--- config.mk ---
export PLATFORM = sky130hd
export DESIGN_NAME = rstpin_ctrl
export DESIGN_NICKNAME = d
export VERILOG_FILES = /design/src/rtl/rstpin_pkg.sv /design/src/rtl/rstpin_sync.sv /design/src/rtl/rstpin_cfg.sv /design/src/rtl/rstpin_seq.sv /design/src/rtl/rstpin_ctrl.sv
export SDC_FILE = /design/constraint.sdc
export NUM_CORES = 1
export LEC_CHECK = 0
export CAP_MARGIN = 20
export CORE_UTILIZATION = 46
export CTS_BUF_LIST = sky130_fd_sc_hd__clkbuf_4 sky130_fd_sc_hd__clkbuf_8
export DETAILED_ROUTE_END_ITERATION = 10
export PLACE_DENSITY = 0.78
export SYNTH_ARGS = -nofsm -noshare
export SYNTH_HDL_FRONTEND = slang
export SYNTH_SLANG_ARGS = --single-unit
--- constraint.sdc ---
create_clock -name clk -period 3.3 [get_ports clk]
set_input_delay 0.66 -clock clk [delete_from_list [all_inputs] [get_ports clk]]
set_output_delay 0.66 -clock clk [all_outputs]
set_load 0.1 [all_outputs]
--- src/rtl/rstpin_pkg.sv ---
package rstpin_pkg;
   typedef enum logic [2:0] {
      ST_LOCK    = 3'd0,
      ST_DRIVE   = 3'd1,
      ST_RELEASE = 3'd2,
      ST_RUN     = 3'd3,
      ST_DEFER   = 3'd4,
      ST_HOLD    = 3'd5
   } rp_state_e;

   function automatic int max3(input int a, input int b, input int c);
      int m;
      m = (a > b) ? a : b;
      return (m > c) ? m : c;
   endfunction
endpackage

--- src/rtl/rstpin_sync.sv ---
module rstpin_sync #(
   parameter int STAGES = 2
) (
   input  logic clk,
   input  logic por_i,
   input  logic d_i,
   output logic q_o
);
   if (STAGES < 2) begin : g_bad_stages
      $error("rstpin_sync: STAGES must be at least 2");
   end

   logic [STAGES-1:0] sh;

   for (genvar i = 0; i < STAGES; i++) begin : g_stage
      if (i == 0) begin : g_first
         always_ff @(posedge clk or posedge por_i)
            if (por_i) sh[0] <= 1'b0;
            else       sh[0] <= d_i;
      end else begin : g_next
         always_ff @(posedge clk or posedge por_i)
            if (por_i) sh[i] <= 1'b0;
            else       sh[i] <= sh[i-1];
      end
   end

   assign q_o = sh[STAGES-1];
endmodule

--- src/rtl/rstpin_cfg.sv ---
module rstpin_cfg #(
   parameter int CFG_W = 16
) (
   input  logic             clk,
   input  logic             por_i,
   input  logic             load_i,
   input  logic [CFG_W-1:0] data_i,
   input  logic             sel_i,
   input  logic             brk_i,
   output logic [CFG_W-1:0] data_o,
   output logic             sel_o,
   output logic             brk_o
);
   localparam int TOT_W = CFG_W + 2;

   if (CFG_W < 1) begin : g_bad_w
      $error("rstpin_cfg: CFG_W must be positive");
   end

   logic [TOT_W-1:0] cfg_q;

   always_ff @(posedge clk or posedge por_i)
      if (por_i)       cfg_q <= '0;
      else if (load_i) cfg_q <= {data_i, sel_i, brk_i};

   assign data_o = cfg_q[TOT_W-1:2];
   assign sel_o  = cfg_q[1];
   assign brk_o  = cfg_q[0];

   // captured configuration only moves on a load cycle
   a_r9_cfg_hold: assert property (@(posedge clk) disable iff (por_i)
      !load_i |=> $stable(cfg_q));
endmodule

--- src/rtl/rstpin_seq.sv ---
module rstpin_seq
   import rstpin_pkg::*;
#(
   parameter int DRIVE_CYC  = 512,
   parameter int SAMPLE_CYC = 10,
   parameter int BUSMON_CYC = 64,
   parameter int MOD_MIN    = 4
) (
   input  logic clk,
   input  logic por_i,
   input  logic pll_lock_i,
   input  logic int_req_i,
   input  logic bus_end_i,
   input  logic pin_s_i,
   output logic pin_drv_o,
   output logic mod_rst_o,
   output logic cpu_start_o,
   output logic exit_o
);
   localparam int MAXC  = max3(DRIVE_CYC, SAMPLE_CYC, BUSMON_CYC);
   localparam int CNT_W = $clog2(MAXC + 1);
   localparam logic [CNT_W-1:0] DRV_LAST = CNT_W'(DRIVE_CYC - 1);
   localparam logic [CNT_W-1:0] SMP_LAST = CNT_W'(SAMPLE_CYC - 1);
   localparam logic [CNT_W-1:0] BM_LAST  = CNT_W'(BUSMON_CYC - 1);

   if (DRIVE_CYC < MOD_MIN) begin : g_bad_drive
      $error("rstpin_seq: DRIVE_CYC must cover MOD_MIN");
   end
   if (SAMPLE_CYC < 3) begin : g_bad_sample
      $error("rstpin_seq: SAMPLE_CYC must exceed the synchronizer delay");
   end
   if (BUSMON_CYC < 1) begin : g_bad_busmon
      $error("rstpin_seq: BUSMON_CYC must be positive");
   end

   rp_state_e        st, st_n;
   logic [CNT_W-1:0] cnt, cnt_n;
   logic             exit_c;

   always_comb begin
      st_n   = st;
      cnt_n  = cnt + 1'b1;
      exit_c = 1'b0;
      case (st)
         ST_LOCK: begin
            cnt_n = '0;
            if (pll_lock_i) st_n = ST_DRIVE;
         end
         ST_DRIVE: begin
            if (cnt == DRV_LAST) begin
               st_n  = ST_RELEASE;
               cnt_n = '0;
            end
         end
         ST_RELEASE: begin
            if (cnt == SMP_LAST) begin
               cnt_n = '0;
               if (pin_s_i) begin
                  st_n   = ST_RUN;
                  exit_c = 1'b1;
               end else begin
                  st_n = ST_DRIVE;
               end
            end
         end
         ST_RUN: begin
            cnt_n = '0;
            if (!pin_s_i) st_n = bus_end_i ? ST_HOLD : ST_DEFER;
         end
         ST_DEFER: begin
            if (bus_end_i || cnt == BM_LAST) begin
               st_n  = ST_HOLD;
               cnt_n = '0;
            end
         end
         ST_HOLD: begin
            cnt_n = '0;
            if (pin_s_i) st_n = ST_DRIVE;
         end
         default: begin
            st_n  = ST_LOCK;
            cnt_n = '0;
         end
      endcase
      if (int_req_i && st != ST_LOCK) begin
         st_n   = ST_DRIVE;
         cnt_n  = '0;
         exit_c = 1'b0;
      end
   end

   always_ff @(posedge clk or posedge por_i)
      if (por_i) begin
         st          <= ST_LOCK;
         cnt         <= '0;
         cpu_start_o <= 1'b0;
      end else begin
         st          <= st_n;
         cnt         <= cnt_n;
         cpu_start_o <= exit_c;
      end

   assign pin_drv_o = (st == ST_LOCK) || (st == ST_DRIVE);
   assign mod_rst_o = !((st == ST_RUN) || (st == ST_DEFER));
   assign exit_o    = exit_c;

   // run-length counters used by the checks below
   logic [CNT_W-1:0] chk_drv, chk_mrst;
   always_ff @(posedge clk or posedge por_i)
      if (por_i) begin
         chk_drv  <= '0;
         chk_mrst <= '0;
      end else begin
         chk_drv  <= !pin_drv_o ? '0 : (chk_drv == DRV_LAST) ? chk_drv : chk_drv + 1'b1;
         chk_mrst <= !mod_rst_o ? '0 : (chk_mrst == DRV_LAST) ? chk_mrst : chk_mrst + 1'b1;
      end

   // a request pulls the pin low on the following cycle
   a_r4_req_drives: assert property (@(posedge clk) disable iff (por_i)
      int_req_i |=> pin_drv_o);
   // a drive period never ends short
   a_r3_drive_len: assert property (@(posedge clk) disable iff (por_i)
      (pin_drv_o && st_n == ST_RELEASE) |-> chk_drv >= DRV_LAST);
   // module reset never shorter than the minimum
   a_r8_modrst_min: assert property (@(posedge clk) disable iff (por_i)
      (mod_rst_o && st_n == ST_RUN) |-> chk_mrst >= CNT_W'(MOD_MIN - 1));
   // start is a single pulse on the first running cycle
   a_r10_start_pulse: assert property (@(posedge clk) disable iff (por_i)
      cpu_start_o |=> !cpu_start_o);
   a_r10_start_exit: assert property (@(posedge clk) disable iff (por_i)
      cpu_start_o |-> (!mod_rst_o && $past(mod_rst_o)));
   // the pin is never driven during the release window
   a_r5_window_free: assert property (@(posedge clk) disable iff (por_i)
      (st == ST_RELEASE && !int_req_i && cnt != SMP_LAST) |=> !pin_drv_o);
endmodule

--- src/rtl/rstpin_ctrl.sv ---
module rstpin_ctrl #(
   parameter int DRIVE_CYC  = 512,
   parameter int SAMPLE_CYC = 10,
   parameter int BUSMON_CYC = 64,
   parameter int MOD_MIN    = 4,
   parameter int SYNC_STG   = 2,
   parameter int CFG_W      = 16
) (
   input  logic             clk,
   input  logic             por_i,
   input  logic             pll_lock_i,
   input  logic             int_req_i,
   input  logic             bus_end_i,
   input  logic             pin_i,
   output logic             pin_drv_o,
   output logic             mod_rst_o,
   output logic             cpu_start_o,
   input  logic [CFG_W-1:0] boot_data_i,
   input  logic             clk_sel_i,
   input  logic             brk_mode_i,
   output logic [CFG_W-1:0] boot_data_o,
   output logic             clk_sel_o,
   output logic             brk_mode_o
);
   logic pin_s;
   logic exit_w;

   rstpin_sync #(.STAGES(SYNC_STG)) u_sync (
      .clk   (clk),
      .por_i (por_i),
      .d_i   (pin_i),
      .q_o   (pin_s)
   );

   rstpin_seq #(
      .DRIVE_CYC  (DRIVE_CYC),
      .SAMPLE_CYC (SAMPLE_CYC),
      .BUSMON_CYC (BUSMON_CYC),
      .MOD_MIN    (MOD_MIN)
   ) u_seq (
      .clk         (clk),
      .por_i       (por_i),
      .pll_lock_i  (pll_lock_i),
      .int_req_i   (int_req_i),
      .bus_end_i   (bus_end_i),
      .pin_s_i     (pin_s),
      .pin_drv_o   (pin_drv_o),
      .mod_rst_o   (mod_rst_o),
      .cpu_start_o (cpu_start_o),
      .exit_o      (exit_w)
   );

   rstpin_cfg #(.CFG_W(CFG_W)) u_cfg (
      .clk    (clk),
      .por_i  (por_i),
      .load_i (exit_w),
      .data_i (boot_data_i),
      .sel_i  (clk_sel_i),
      .brk_i  (brk_mode_i),
      .data_o (boot_data_o),
      .sel_o  (clk_sel_o),
      .brk_o  (brk_mode_o)
   );
endmodule

==> flow_summary.toml <==
[final_layout]
areaGrowthSynthToFinish_pct = 29.9
antenna_cells = 0
stdcell_area_sq_um = 2090
final_nets = 210
final_layout_size_suffix_gt1_frac = 0.281

[power]
p_seq_frac = 0.477
pwr-share-comb = 0.285
power.share.clock = 0.239
total_power_mw = 1.03
p_int_mw = 0.655
peakVddDrop_uv = 229
p_switching_mw = 0.376
p_leak_nw = 0.979
power_density_nw_per_um2 = 493
switching_share = 0.365

[synthesis]
synth-edff-count = 0
syn_nets = 162
syn_area_sq_um = 1610
synthArstFlopShare = 1.00
ys.flop_type = "dfrtp_1"
ys_types = 35
synth_seq_area_share = 0.529
yosysWarnings = 0
syn_area_per_cell_sq_um = 11.8
ys_seq_elements = 34
syn_inst = 136

[cts]
cts_setup_buffers = 0
clk_pin_slew_ps = 100
numCtsBuffers = 5
cts_max_level = 2
holdBufCountCts = 0
cts_sinks = 34
cts_resized = 0
cts_tree = "built"
clock_latency_ps = 340
ctsLongestPathBuffers = 2
root_buffer = "clkbuf_4"

[placed_design]
placedInstanceArea_sq_um = 2030
pre_cts_ws_ps = 756
place_congestion = 0.860
dp.final_hpwl_mm = 2.31
port_buffers = 44

[detailed_routing]
drtIter0Drc = 68
wl_met3_um = 242
num_vias = 1202
wl_met2_mm = 1.47
firstDrtPassIters = 4
detail-route-antenna-nets = 0
via_per_inst = 5.20
drt_wl_total_mm = 3.12
drc = 0
wl_per_cell_um = 13.5
highest_layer = "met4"
drt-met1-wl_mm = 1.35

[sta]
min_period_over_period = 0.723
final_hold_viol_count = 0
fmax_mhz = 419
setup_violations = 0
drv_slew = 0
fin_ws_ps = 915
tns_ps = 0
clock_skew_ps = 9.84
rsz0062_at_grt = "no"
min_period_ps = 2390
relSlewSlack = 0.710
tightest_slew_ps = 431

[min_path]
hold-path-endpoint = "u_sync.q_o$_DFF_PP0_"
min_path_cells = 0
hold_start = "u_sync.sh[0]$_DFF_PP0_"
holdCritPathClass = "flop to flop"

[floorplan]
die_area_sq_um = 3740
die_h_um = 61.1
core_area_sq_um = 3340
num_rows = 21
start_util = 0.482
die_x_um = 61.1
pin_count = 45

[job]
max_cap_viol_count = 0

[worst_setup_path]
crit-reg2reg-launch = "u_seq.cnt[6]$_DFF_PP0_"
reg2reg_depth = 5
r2r_slack_ps = 910
arrival_ps = 2610
end_kind = "flop"
startpoint = "u_seq.cnt[6]$_DFF_PP0_"
worstPathRequired_ps = 3520
critPathKind = "flop to flop"
startpoint_type = "flop"
r2r_end = "u_cfg.cfg_q[4]$_DFFE_PP0P_"
crit_fanout = 19

[global_routing]
grt_pass1_vias = 1120
grt_pass1_wl_mm = 5.04
antenna_found_initial = 0
grt_max_degree = 35
grt_usage = 0.191
grt_overflow = 0

[outcome]
outcome = "finished, final reports clean"
==> per-stage QoR <==
stage / cells / hold WS (ps) / util
after floorplan: 136 / 331 / -
after CTS: 231 / 369 / 0.627
after detailed placement: 223 / 346 / 0.607
after global routing: 231 / 390 / 0.627
after global placement: 223 / 336 / 0.607
final: 231 / 370 / 0.627
==> cell usage after synthesis, types with 2 or more instances <==
cell      count  share of area
nor4_1        2         0.0078
dfrtp_1      34           0.53
nand3_1       4          0.012
xnor2_1       4          0.022
nor2_1       23          0.054
mux2_2        9          0.063
nand2_1       6          0.014
a211oi_1      3          0.014
inv_1         4         0.0093
xor2_1        4          0.022
nor3_1        2         0.0062
mux2_4        9          0.084
ha_1          2          0.016
a21oi_1       4          0.012
o21ai_0       3         0.0093
clkbuf_1      3         0.0070
nand3b_1      2         0.0093
==> state kept, by name, indices dropped and copies added (netlist names) <==
name and count:
u_seq.cnt 10, u_seq.st 3, u_sync.q_o 1, u_sync.sh 1
u_seq.cpu_start_o 1, u_cfg.cfg_q 18
==> final cells by class <==
class | instances | area, sq um
well taps | 46 | 57.6
multi-input cells | 93 | 701
repair buffers | 46 | 403
fillers | 272 | 1250
flip-flops and latches | 34 | 851
clock buffers | 7 | 58.8
clock inverters | 1 | 5.00
inverters | 4 | 15.0
==> worst max-delay path: stages (launching register included) <==
cell	delay, ps
dfrtp_1	440
or4_4	580
nor4_4	330
and4b_1	250
buf_4	280
mux2_2	380
==> how the worst max path moves through the flow <==
stage                                 endpoint
global placement        u_seq.cnt[3]$_DFF_PP0_
detailed placement      u_seq.cnt[3]$_DFF_PP0_
global route        u_cfg.cfg_q[1]$_DFFE_PP0P_
CTS                 u_cfg.cfg_q[4]$_DFFE_PP0P_
finish              u_cfg.cfg_q[4]$_DFFE_PP0P_
floorplan                            mod_rst_o
==> per-layer routing <==
metal / global-route usage / vias up
met1: 0.241 / 576
met3: 0.0693 / 5
met4: 0.0877 / 0
met2: 0.295 / 46
li1: - / 575
met5: 0 / -
==> power by group through the flow <==
stage | Clock [mW] | Combinational (mW) | Sequential, mW
2_1_floorplan | 0 | 0.244 | 0.467
3_3_place_gp | 0 | 0.283 | 0.494
3_5_place_dp | 0 | 0.295 | 0.498
5_1_grt | 0.275 | 0.319 | 0.499
6_report | 0.246 | 0.294 | 0.492
4_1_cts | 0.256 | 0.295 | 0.490
==> cell families after synthesis <==
group / Yosys count / share of synthesized area
AO/OA/AOI/OAI: 17 / 0.0715
flip-flops: 34 / 0.529
XOR/XNOR: 8 / 0.0435
buffers and inverters: 9 / 0.0358
adder cells (fa/ha/maj): 2 / 0.0155
AND/OR/NAND/NOR: 47 / 0.152
multiplexers: 19 / 0.153
==> cell usage in the layout (no fill, tap or decap), drive strengths merged <==
cell type,n
nand2b,1
a31oi,1
dfrtp,34
ha,2
nand3,4
or4,1
o31a,1
o41ai,1
nor2,23
xnor2,4
clkinv,1
a211oi,3
o21ai,3
inv,4
and4b,1
nor3,2
o22ai,1
nand2,6
nand4,1
a41o,1
mux2i,1
clkbuf,7
buf,23
or2,1
o31ai,1
a32o,1
nor4,3
a21oi,4
nor3b,1
xor2,4
mux2,18
nand3b,2
clkdlybuf4s50,23
nor4b,1
No activity file was read; power rests on OpenSTA's default activity.
